[src/rtl/acc_cpu_pkg.sv]
package acc_cpu_pkg;

   typedef enum logic [1:0] {
      OP_LOAD  = 2'b00,
      OP_ADD   = 2'b01,
      OP_STORE = 2'b10,
      OP_BRZ   = 2'b11
   } opcode_e;

   // one bit per control point of the datapath
   typedef struct packed {
      logic pc_drv;     // program counter onto bus
      logic ira_drv;    // instruction address field onto bus
      logic mdr_drv;    // data register onto bus
      logic acc_drv;    // accumulator onto bus
      logic tmp_drv;    // sum register onto bus
      logic mar_ld;     // address register from bus
      logic mdr_ld;     // data register from bus
      logic ir_ld;      // instruction register from bus
      logic pc_ld;      // program counter from bus
      logic acc_ld;     // accumulator from bus
      logic sum_ld;     // sum register gets bus + data register
      logic pc_inc;     // program counter increment
      logic mem_rd;     // data register from memory
      logic mem_wr;     // memory from data register
      logic step_clr;   // return counter to step 0
   } ctl_t;

   localparam int NUM_SRC = 5;

endpackage

[src/rtl/acc_cpu_seq.sv]
module acc_cpu_seq #(
   parameter int NSTEP = 8
) (
   input  logic             clk,
   input  logic             rst,
   input  logic             clr,
   output logic [NSTEP-1:0] step
);

   generate
      if (NSTEP < 8) begin : g_bad_nstep
         $error("acc_cpu_seq: NSTEP must be at least 8");
      end
   endgenerate

   localparam logic [NSTEP-1:0] FIRST = {{(NSTEP-1){1'b0}}, 1'b1};

   logic [NSTEP-1:0] nxt;

   always_comb begin
      if (clr) nxt = FIRST;
      else     nxt = {step[NSTEP-2:0], step[NSTEP-1]};
   end

   always_ff @(posedge clk) begin
      if (rst) step <= FIRST;
      else     step <= nxt;
   end

endmodule

[src/rtl/acc_cpu_ctrl.sv]
module acc_cpu_ctrl
   import acc_cpu_pkg::*;
#(
   parameter int NSTEP = 8,
   parameter int OP_W  = 2
) (
   input  logic [NSTEP-1:0] step,
   input  logic [OP_W-1:0]  op,
   input  logic             acc_zero,
   output ctl_t             ctl
);

   localparam int NOPS = 2 ** OP_W;

   generate
      if (OP_W != 2) begin : g_bad_opw
         $error("acc_cpu_ctrl: equations cover exactly four opcodes");
      end
   endgenerate

   logic [NOPS-1:0] dec;

   generate
      for (genvar g = 0; g < NOPS; g++) begin : g_dec
         assign dec[g] = (op == OP_W'(g));
      end
   endgenerate

   logic is_ld, is_ad, is_st, is_bz;
   logic t0, t1, t2, t4, t5, t6, t7;

   assign is_ld = dec[OP_LOAD];
   assign is_ad = dec[OP_ADD];
   assign is_st = dec[OP_STORE];
   assign is_bz = dec[OP_BRZ];

   assign t0 = step[0];
   assign t1 = step[1];
   assign t2 = step[2];
   assign t4 = step[4];
   assign t5 = step[5];
   assign t6 = step[6];
   assign t7 = step[7];

   logic bz_take;
   assign bz_take = is_bz & acc_zero & t4;

   // sum-of-products control equations
   always_comb begin
      ctl.pc_drv   = t0;
      ctl.ira_drv  = (is_ld & t4) | (is_ad & t4) | (is_st & t4) | bz_take;
      ctl.mdr_drv  = t2 | (is_ld & t6);
      ctl.acc_drv  = (is_st & t5) | (is_ad & t6);
      ctl.tmp_drv  = is_ad & t7;
      ctl.mar_ld   = t0 | (is_ld & t4) | (is_ad & t4) | (is_st & t4);
      ctl.mdr_ld   = is_st & t5;
      ctl.ir_ld    = t2;
      ctl.pc_ld    = bz_take;
      ctl.acc_ld   = (is_ld & t6) | (is_ad & t7);
      ctl.sum_ld   = is_ad & t6;
      ctl.pc_inc   = t1;
      ctl.mem_rd   = t1 | (is_ld & t5) | (is_ad & t5);
      ctl.mem_wr   = is_st & t6;
      ctl.step_clr = (is_ld & t6) | (is_ad & t7) | (is_st & t6) | (is_bz & t5);
   end

endmodule

[src/rtl/acc_cpu_dp.sv]
module acc_cpu_dp
   import acc_cpu_pkg::*;
#(
   parameter int DATA_W = 8,
   parameter int OP_W   = 2
) (
   input  logic                       clk,
   input  logic                       rst,
   input  ctl_t                       ctl,
   input  logic                       pre_we,
   input  logic [DATA_W-OP_W-1:0]     pre_addr,
   input  logic [DATA_W-1:0]          pre_data,
   input  logic [DATA_W-OP_W-1:0]     peek_addr,
   output logic [DATA_W-1:0]          peek_data,
   output logic [DATA_W-1:0]          ir_q,
   output logic [DATA_W-OP_W-1:0]     pc_q,
   output logic [DATA_W-1:0]          acc_q,
   output logic [NUM_SRC-1:0]         drv_en
);

   localparam int ADDR_W = DATA_W - OP_W;
   localparam int DEPTH  = 2 ** ADDR_W;

   generate
      if (DATA_W <= OP_W) begin : g_bad_width
         $error("acc_cpu_dp: word must be wider than the opcode");
      end
   endgenerate

   logic [DATA_W-1:0] mem [DEPTH];
   logic [ADDR_W-1:0] mar_q;
   logic [DATA_W-1:0] mdr_q;
   logic [DATA_W-1:0] tmp_q;
   logic [DATA_W-1:0] bus;

   // bus sources, indexed in the order of drv_en
   logic [DATA_W-1:0] src    [NUM_SRC];
   logic [DATA_W-1:0] masked [NUM_SRC];

   assign drv_en = {ctl.tmp_drv, ctl.acc_drv, ctl.mdr_drv, ctl.ira_drv, ctl.pc_drv};

   assign src[0] = DATA_W'(pc_q);
   assign src[1] = DATA_W'(ir_q[ADDR_W-1:0]);
   assign src[2] = mdr_q;
   assign src[3] = acc_q;
   assign src[4] = tmp_q;

   generate
      for (genvar g = 0; g < NUM_SRC; g++) begin : g_busmask
         assign masked[g] = src[g] & {DATA_W{drv_en[g]}};
      end
   endgenerate

   always_comb begin
      bus = '0;
      for (int i = 0; i < NUM_SRC; i++) bus = bus | masked[i];
   end

   always_ff @(posedge clk) begin
      if (rst) begin
         pc_q  <= '0;
         ir_q  <= '0;
         mar_q <= '0;
         mdr_q <= '0;
         acc_q <= '0;
         tmp_q <= '0;
      end else begin
         if (ctl.pc_ld)       pc_q <= bus[ADDR_W-1:0];
         else if (ctl.pc_inc) pc_q <= pc_q + 1'b1;
         if (ctl.ir_ld)  ir_q  <= bus;
         if (ctl.mar_ld) mar_q <= bus[ADDR_W-1:0];
         if (ctl.mem_rd)      mdr_q <= mem[mar_q];
         else if (ctl.mdr_ld) mdr_q <= bus;
         if (ctl.acc_ld) acc_q <= bus;
         if (ctl.sum_ld) tmp_q <= bus + mdr_q;
      end
   end

   always_ff @(posedge clk) begin
      if (pre_we)                  mem[pre_addr] <= pre_data;
      else if (!rst && ctl.mem_wr) mem[mar_q]    <= mdr_q;
   end

   assign peek_data = mem[peek_addr];

endmodule

[src/rtl/acc_cpu_top.sv]
module acc_cpu_top
   import acc_cpu_pkg::*;
#(
   parameter int DATA_W = 8,
   parameter int OP_W   = 2,
   parameter int NSTEP  = 8
) (
   input  logic                   clk,
   input  logic                   rst,
   input  logic                   pre_we,
   input  logic [DATA_W-OP_W-1:0] pre_addr,
   input  logic [DATA_W-1:0]      pre_data,
   input  logic [DATA_W-OP_W-1:0] peek_addr,
   output logic [DATA_W-1:0]      peek_data,
   output logic [DATA_W-OP_W-1:0] pc_o,
   output logic [DATA_W-1:0]      acc_o,
   output logic [NSTEP-1:0]       step_o
);

   ctl_t              ctl;
   logic [DATA_W-1:0] ir_q;
   logic [NUM_SRC-1:0] drv_en;
   logic              acc_zero;
   logic [OP_W-1:0]   cur_op;

   assign acc_zero = (acc_o == '0);
   assign cur_op   = ir_q[DATA_W-1 -: OP_W];

   acc_cpu_seq #(.NSTEP(NSTEP)) u_seq (
      .clk  (clk),
      .rst  (rst),
      .clr  (ctl.step_clr),
      .step (step_o)
   );

   acc_cpu_ctrl #(.NSTEP(NSTEP), .OP_W(OP_W)) u_ctrl (
      .step     (step_o),
      .op       (cur_op),
      .acc_zero (acc_zero),
      .ctl      (ctl)
   );

   acc_cpu_dp #(.DATA_W(DATA_W), .OP_W(OP_W)) u_dp (
      .clk       (clk),
      .rst       (rst),
      .ctl       (ctl),
      .pre_we    (pre_we),
      .pre_addr  (pre_addr),
      .pre_data  (pre_data),
      .peek_addr (peek_addr),
      .peek_data (peek_data),
      .ir_q      (ir_q),
      .pc_q      (pc_o),
      .acc_q     (acc_o),
      .drv_en    (drv_en)
   );

endmodule

[config.mk]
export PLATFORM = sky130hd
export DESIGN_NAME = acc_cpu_top
export DESIGN_NICKNAME = d
export VERILOG_FILES = /design/src/rtl/acc_cpu_pkg.sv /design/src/rtl/acc_cpu_seq.sv /design/src/rtl/acc_cpu_ctrl.sv /design/src/rtl/acc_cpu_dp.sv /design/src/rtl/acc_cpu_top.sv
export SDC_FILE = /design/constraint.sdc
export NUM_CORES = 1
export LEC_CHECK = 0
export BUFFER_PORTS_ARGS = -buffer_cell sky130_fd_sc_hd__buf_4
export CORE_MARGIN = 3
export CORE_UTILIZATION = 30
export DETAILED_ROUTE_END_ITERATION = 8
export SYNTH_ARGS = -nofsm -noshare
export SYNTH_HDL_FRONTEND = slang
export SYNTH_SLANG_ARGS = --single-unit
[constraint.sdc]
create_clock -name clk -period 4.1 [get_ports clk]
set_input_delay 0 -clock clk [delete_from_list [all_inputs] [get_ports clk]]
set_output_delay 0 -clock clk [all_outputs]
set_load 0.01 [all_outputs]
== Word level (Yosys, flattened, before mapping) ==
Memories as Yosys holds them, arrays and structs flattened. A register that Yosys moved wholly into a read port is not among the register bits.
Index checks and enable logic that the tools add are counted.
Widths: inputs -> output; s select.
Word-level totals
  bits of input ports: 23
  memories kept: 1
  output and inout port bits: 30
  memory bits (writable): 512
  bits in registers: 52
  logic and storage cells: 70
Memories
  u_dp.mem: depth 64, bits a word 8, read ports 2, clocked after memory_dff 1, write ports 1, line acc_cpu_dp.sv:30  | logic [DATA_W-1:0] mem [DEPTH];
Cells by class
  equality and inequality tests: 3
  reduce and logical (&&, ||, !) cells: 8
  add/subtract/negate cells: 2
  bitwise logic cells: 35
  multiplexer cells: 14
Operators with widths (count)
  $or 8x8->8: 4
  $mux 6: 5
  $and 8x8->8: 3
  $mux 8: 3
  $and 6x8->8: 2
  $and 1x1->1: 13
  $or 1x1->1: 13
  $add 8x8->8: 1
  $logic_not 8->1: 1
  $reduce_or 8->1: 1
  $add 6x1->6 const B: 1
  $mux 1: 6
  $eq 2x2->1 const B: 2
  $reduce_bool 2->1: 2
  $eq 2x1->1 const B: 1
  $logic_not 2->1: 1
  $reduce_or 2->1: 1
  $logic_and 1x1->1: 1
  $logic_not 1->1: 1

== Logic depth before layout (Yosys ltp) ==
  depth after elaboration: 12
  mapped depth: 15
  mapped depth without buffers: 13

== Hierarchy ==
Synthesis repeated with hierarchy kept, for this count alone.
Unflattened totals
  cells, all modules: 1453
  area total of the unflattened synthesis: 26769.4 sq um
Modules (own cells, without submodules)
  acc_cpu_dp: instances 1, seq. area each 16375.7 sq um, area an instance 26359.0 sq um, cells each 1407
  acc_cpu_seq: instances 1, seq. area each 160.2 sq um, area an instance 235.2 sq um, cells each 18
  acc_cpu_ctrl: instances 1, seq. area each 0.0 sq um, area an instance 156.4 sq um, cells each 25
  acc_cpu_top: instances 1, seq. area each 0.0 sq um, area an instance 18.8 sq um, cells each 3

== Least setup slack after synthesis ==
No wires, ideal clock.
  kind: register to register
  start point: register u_dp.ir_q[6]
  end point: memory u_dp.mem[0][1] (data pin)
  slack: -0.373 ns
  buffers on the path: 2
  clock period less this slack: 4.473 ns
  arrival: 3.770 ns
  library setup time: 0.702 ns
  stages on the path, launching flop included: 6
  data required time: 3.398 ns
  path through: dfxtp_1 > buf_2 > nor4b_2 > nand2_1 > clkbuf_1 > o21ai_0
On the way
  word-level cells in the longest chain between the ends: 8
Ends and longest elaborated chain
  from (decl): line acc_cpu_dp.sv:15  | output logic [DATA_W-1:0] ir_q,
  from (signal assigned): line acc_cpu_dp.sv:70  | if (ctl.ir_ld) ir_q <= bus;
  $eq 2x2->1: line acc_cpu_ctrl.sv:25  | assign dec[g] = (op == OP_W'(g));
  $and 1x1->1: line acc_cpu_ctrl.sv:63  | ctl.mem_wr = is_st & t6;
  $logic_and 1x1->1: line acc_cpu_dp.sv:81  | else if (!rst && ctl.mem_wr) mem[mar_q] <= mdr_q;
  $mux 1: line acc_cpu_dp.sv:81
  $mux 1: line acc_cpu_dp.sv:80  | if (pre_we) mem[pre_addr] <= pre_data;
  $mux 1 (not written as such): line acc_cpu_dp.sv:81
  $reduce_or 8->1 (no source line)
  $mux 8 (no source line)
  to (decl): line acc_cpu_dp.sv:30
Every way passes these cells.

== Worst setup path after layout ==
  start point: register u_dp.ir_q[6]
  end point: register u_dp.tmp_q[6]
On the way
  word-level cells in the longest chain between the ends: 11
  elaborated cells between the ends (all ways): 27
  those cells by class: 1 x add/sub; 3 x eq/ne; 22 x bitwise; 1 x reduce/logical
Ends and longest elaborated chain
  $eq 2x1->1 or $logic_not 2->1 (tied branches): line acc_cpu_ctrl.sv:25
  $and 1x1->1: line acc_cpu_ctrl.sv:51  | ctl.ira_drv = (is_ld & t4) | (is_ad & t4) | (is_st & t4) | bz_take;
  $or 1x1->1 (3 in a row): line acc_cpu_ctrl.sv:51
  $and 6x8->8: line acc_cpu_dp.sv:50  | assign masked[g] = src[g] & {DATA_W{drv_en[g]}};
  $or 8x8->8 (3 in a row): line acc_cpu_dp.sv:56  | for (int i = 0; i < NUM_SRC; i++) bus = bus | masked[i];
  $or 8x8->8 *: line acc_cpu_dp.sv:56
  named net u_dp.bus[0]: line acc_cpu_dp.sv:34  | logic [DATA_W-1:0] bus;
  $add 8x8->8 *: line acc_cpu_dp.sv:75  | if (ctl.sum_ld) tmp_q <= bus + mdr_q;
  to (signal assigned): line acc_cpu_dp.sv:75
  to (decl): line acc_cpu_dp.sv:33  | logic [DATA_W-1:0] tmp_q;
Mark *: on every way through the listed nets, which the timed path passes. The rest lies on a longest branch.
A chain may end at the register's enable or synchronous reset.

==> impl_metrics.json <==
{
  "num_rows": 109,
  "dpl.hpwl_um": 50700,
  "p_comb_share_pct": 7.5,
  "path_class": "reg2reg",
  "wl_met1_um": 32500,
  "vias": 15824,
  "dpl_worst_slack_ns": 0.669,
  "r2r_cells": 13,
  "core_sq_mm": 0.0888,
  "tns_ns": 0,
  "ctsResizeCount": 0,
  "met3_length_um": 7020,
  "p_sw_share_pct": 22.5,
  "synth-seq-area-share_pct": 61.2,
  "die_h_um": 306,
  "cts_buffer_depth": 3,
  "post_drt_via_cell_ratio": 5.61,
  "fmax_mhz": 287,
  "yosysWarnings": 0,
  "totalWireLength_um": 77100,
  "firstDrtPassIters": 5,
  "worst-path-max-fanout": 17,
  "rsz0062_at_grt": "no",
  "clock-sinks": 570,
  "crit_path_end_kind": "register",
  "synthFlopType": "edfxtp_1",
  "p_leak_nw": 9.77,
  "hp-start": "pre_addr[0]",
  "clkLatencyLatePin_ns": 0.64,
  "numCtsBuffers": 60,
  "drive_above_1_share_pct": 34.2,
  "final_max_slew_viol_count": 0,
  "min_period_ns": 3.48,
  "setup_viol": 0,
  "hp-class": "in2reg",
  "finClkSkew_ns": 0.0359,
  "ant_nets": 0,
  "timing.final.crit_share_pct": 85.0,
  "die_w_um": 306,
  "n_antenna_cell": 0,
  "fin_area_sq_mm": 0.0313,
  "power-per-cell-area_mw_per_mm2": 415,
  "maxCapViolations": 0,
  "cp.arrival_ns": 4.00,
  "antenna_found_initial": 2,
  "final_common_cell": "edfxtp_1",
  "whs_path_depth": 4,
  "final_nets": 1637,
  "switching_power_w": 0.00293,
  "start_util_pct": 30.4,
  "numPortBuffers": 52,
  "place_congestion": 0.873,
  "syn_inst": 1487,
  "async_reset_ff_share_pct": 0,
  "startpoint_type": "register",
  "syn_nets": 1520,
  "grt_pass1_vias": 15930,
  "fillCellCount": 8183,
  "ys_ff_latch": 570,
  "synth-edff-count": 512,
  "irDropWorstVdd_uv": 371,
  "hold_end": "u_dp.mem[49][7]",
  "finalHoldViolCount": 0,
  "drt-initial-drc-count": 1944,
  "grt_max_degree": 65,
  "cts_max_level": 2,
  "syn_area_sq_mm": 0.0270,
  "mostFrequentLayoutCells": "512 x edfxtp_1, 279 x mux4_2, 152 x buf_4, 127 x nor2_1, 61 x clkbuf_16",
  "worst_slew_pin_slew_ns": 1.27,
  "final_util_pct": 35.2,
  "crit_required_ns": 4.62,
  "met2_length_um": 35300,
  "postPlaceCellArea_sq_mm": 0.0293,
  "p_int_w": 0.0101,
  "rrSetupSlack_ns": 0.62,
  "status": "completed",
  "cts_tree": "built",
  "r2r_end": "u_dp.tmp_q[6]",
  "grt_pass1_wl_um": 113000,
  "seq_power_share_pct": 49.7,
  "drc": 0,
  "routedWlPerCell_um": 27.3,
  "synth_area_per_cell_sq_um": 18.2,
  "top_layer": "met5",
  "clockRootBuffer": "clkbuf_16",
  "ys_types": 68,
  "slew_headroom_pct": 15.1,
  "cts.reportedPaths.clkPinSlew_ns": 0.06,
  "dieArea_sq_mm": 0.0937,
  "overflow": 0,
  "grt_util_all_layers_pct": 16.3,
  "fin_ws_ns": 0.617,
  "r2r-start": "u_dp.ir_q[6]",
  "pin_count": 53,
  "p_clk_share_pct": 42.8,
  "area_growth_pct": 15.8
}
-- flip-flops by register name (all words and copies together), names as in the netlist, named ones only --
register and flops:
u_dp.mem 512, u_dp.acc_q 8, u_dp.ir_q 8, u_dp.mdr_q 8
u_dp.tmp_q 8, u_seq.step 8, u_dp.mar_q 6, u_dp.pc_q 6
-- cell families after synthesis --
kind of cell,Yosys count,synth area share [%]
muxes,355,27.0
and+or+nand+nor,276,4.81
buffers and inverters,119,2.31
adders and majority gates,10,0.491
AOI/OAI and AO/OA,148,3.90
xor gates and xnor gates,9,0.292
DFF,570,61.2
-- layer usage --
| layer | GRT usage [%] | up-vias |
|---|---|---|
| met4 | 5.20 | 4 |
| met3 | 2.94 | 111 |
| met1 | 23.5 | 8354 |
| li1 | - | 6498 |
| met2 | 25.3 | 857 |
| met5 | 0 | - |
-- synthesized netlist by cell type (14+ instances only) --
| master | instances | area share [%] |
|---|---|---|
| edfxtp_1 | 512 | 57 |
| mux4_2 | 279 | 23 |
| nor2_1 | 127 | 1.8 |
| dfxtp_1 | 58 | 4.3 |
| mux2i_1 | 47 | 1.7 |
| nand2_1 | 47 | 0.65 |
| clkbuf_1 | 41 | 0.57 |
| buf_2 | 31 | 0.57 |
| a211oi_1 | 27 | 0.75 |
| a21oi_1 | 24 | 0.44 |
| nand2b_1 | 17 | 0.39 |
| o22ai_1 | 17 | 0.39 |
| buf_4 | 16 | 0.44 |
| and2_1 | 15 | 0.35 |
| mux2_2 | 15 | 0.63 |
| o21ai_0 | 15 | 0.28 |
| mux4_1 | 14 | 1.4 |
-- per-stage QoR --
stage                     total power, W  hold slack [ns]  std cells
after floorplan                  0.00720            0.282       1487
after global placement           0.00754            0.433       2706
after detailed placement         0.00755            0.431       2706
after CTS                         0.0131           0.0535       2820
after global routing              0.0134           0.0934       2820
final                             0.0130            0.105       2820
-- worst max path at each step --
| stage | slack, ns | startpoint | cells past startpoint | endpoint |
|---|---|---|---|---|
| after CTS | 0.69 | u_dp.ir_q[6] | 13 | u_dp.tmp_q[6] |
| after floorplan | 0.73 | u_dp.ir_q[6] | 5 | u_dp.mem[0][1] |
| after global routing | 0.29 | u_dp.ir_q[6] | 13 | u_dp.tmp_q[6] |
| after detailed placement | 0.67 | u_dp.ir_q[6] | 13 | u_dp.tmp_q[6] |
| after global placement | 0.75 | u_dp.ir_q[6] | 13 | u_dp.tmp_q[6] |
| final | 0.62 | u_dp.ir_q[6] | 13 | u_dp.tmp_q[6] |
-- worst max-delay path, stage by stage (launching register included) --
cell and delay [ns]:
dfxtp_1 0.62, nand3b_2 0.39, nand2_1 0.21, a221o_1 0.18
a21o_1 0.20, ha_1 0.21, inv_1 0.06, fa_1 0.42
nor2b_1 0.12, o21ai_0 0.11, a21boi_0 0.27, o21ai_0 0.16
nor4b_1 0.17, a221o_1 0.27
-- area by class of cell --
class	instances	area, sq um	area share, %
Tap cell	1165	1460	4.66
Multi-Input combinational cell	798	9870	31.5
Inverter	10	37.5	0.120
Sequential cell	570	16500	52.9
Timing Repair Buffer	164	1360	4.34
Clock inverter	43	445	1.42
Clock buffer	70	1570	5.02
-- power by group through the flow --
stage / clock network, W / registers, W / logic, W
final: 0.00556 / 0.00646 / 0.000978
after floorplan: 0 / 0.00653 / 0.000672
after global placement: 0 / 0.00658 / 0.000968
after global routing: 0.00590 / 0.00646 / 0.00104
after CTS: 0.00566 / 0.00646 / 0.000982
after detailed placement: 0 / 0.00658 / 0.000976
-- repair_timing --
action,CTS,global route
buffers inserted,0,0
hold buffers,1,0
hold endpoints to repair,42,0
setup endpoints to repair,0,0
Power figures use the tool's default switching activity.
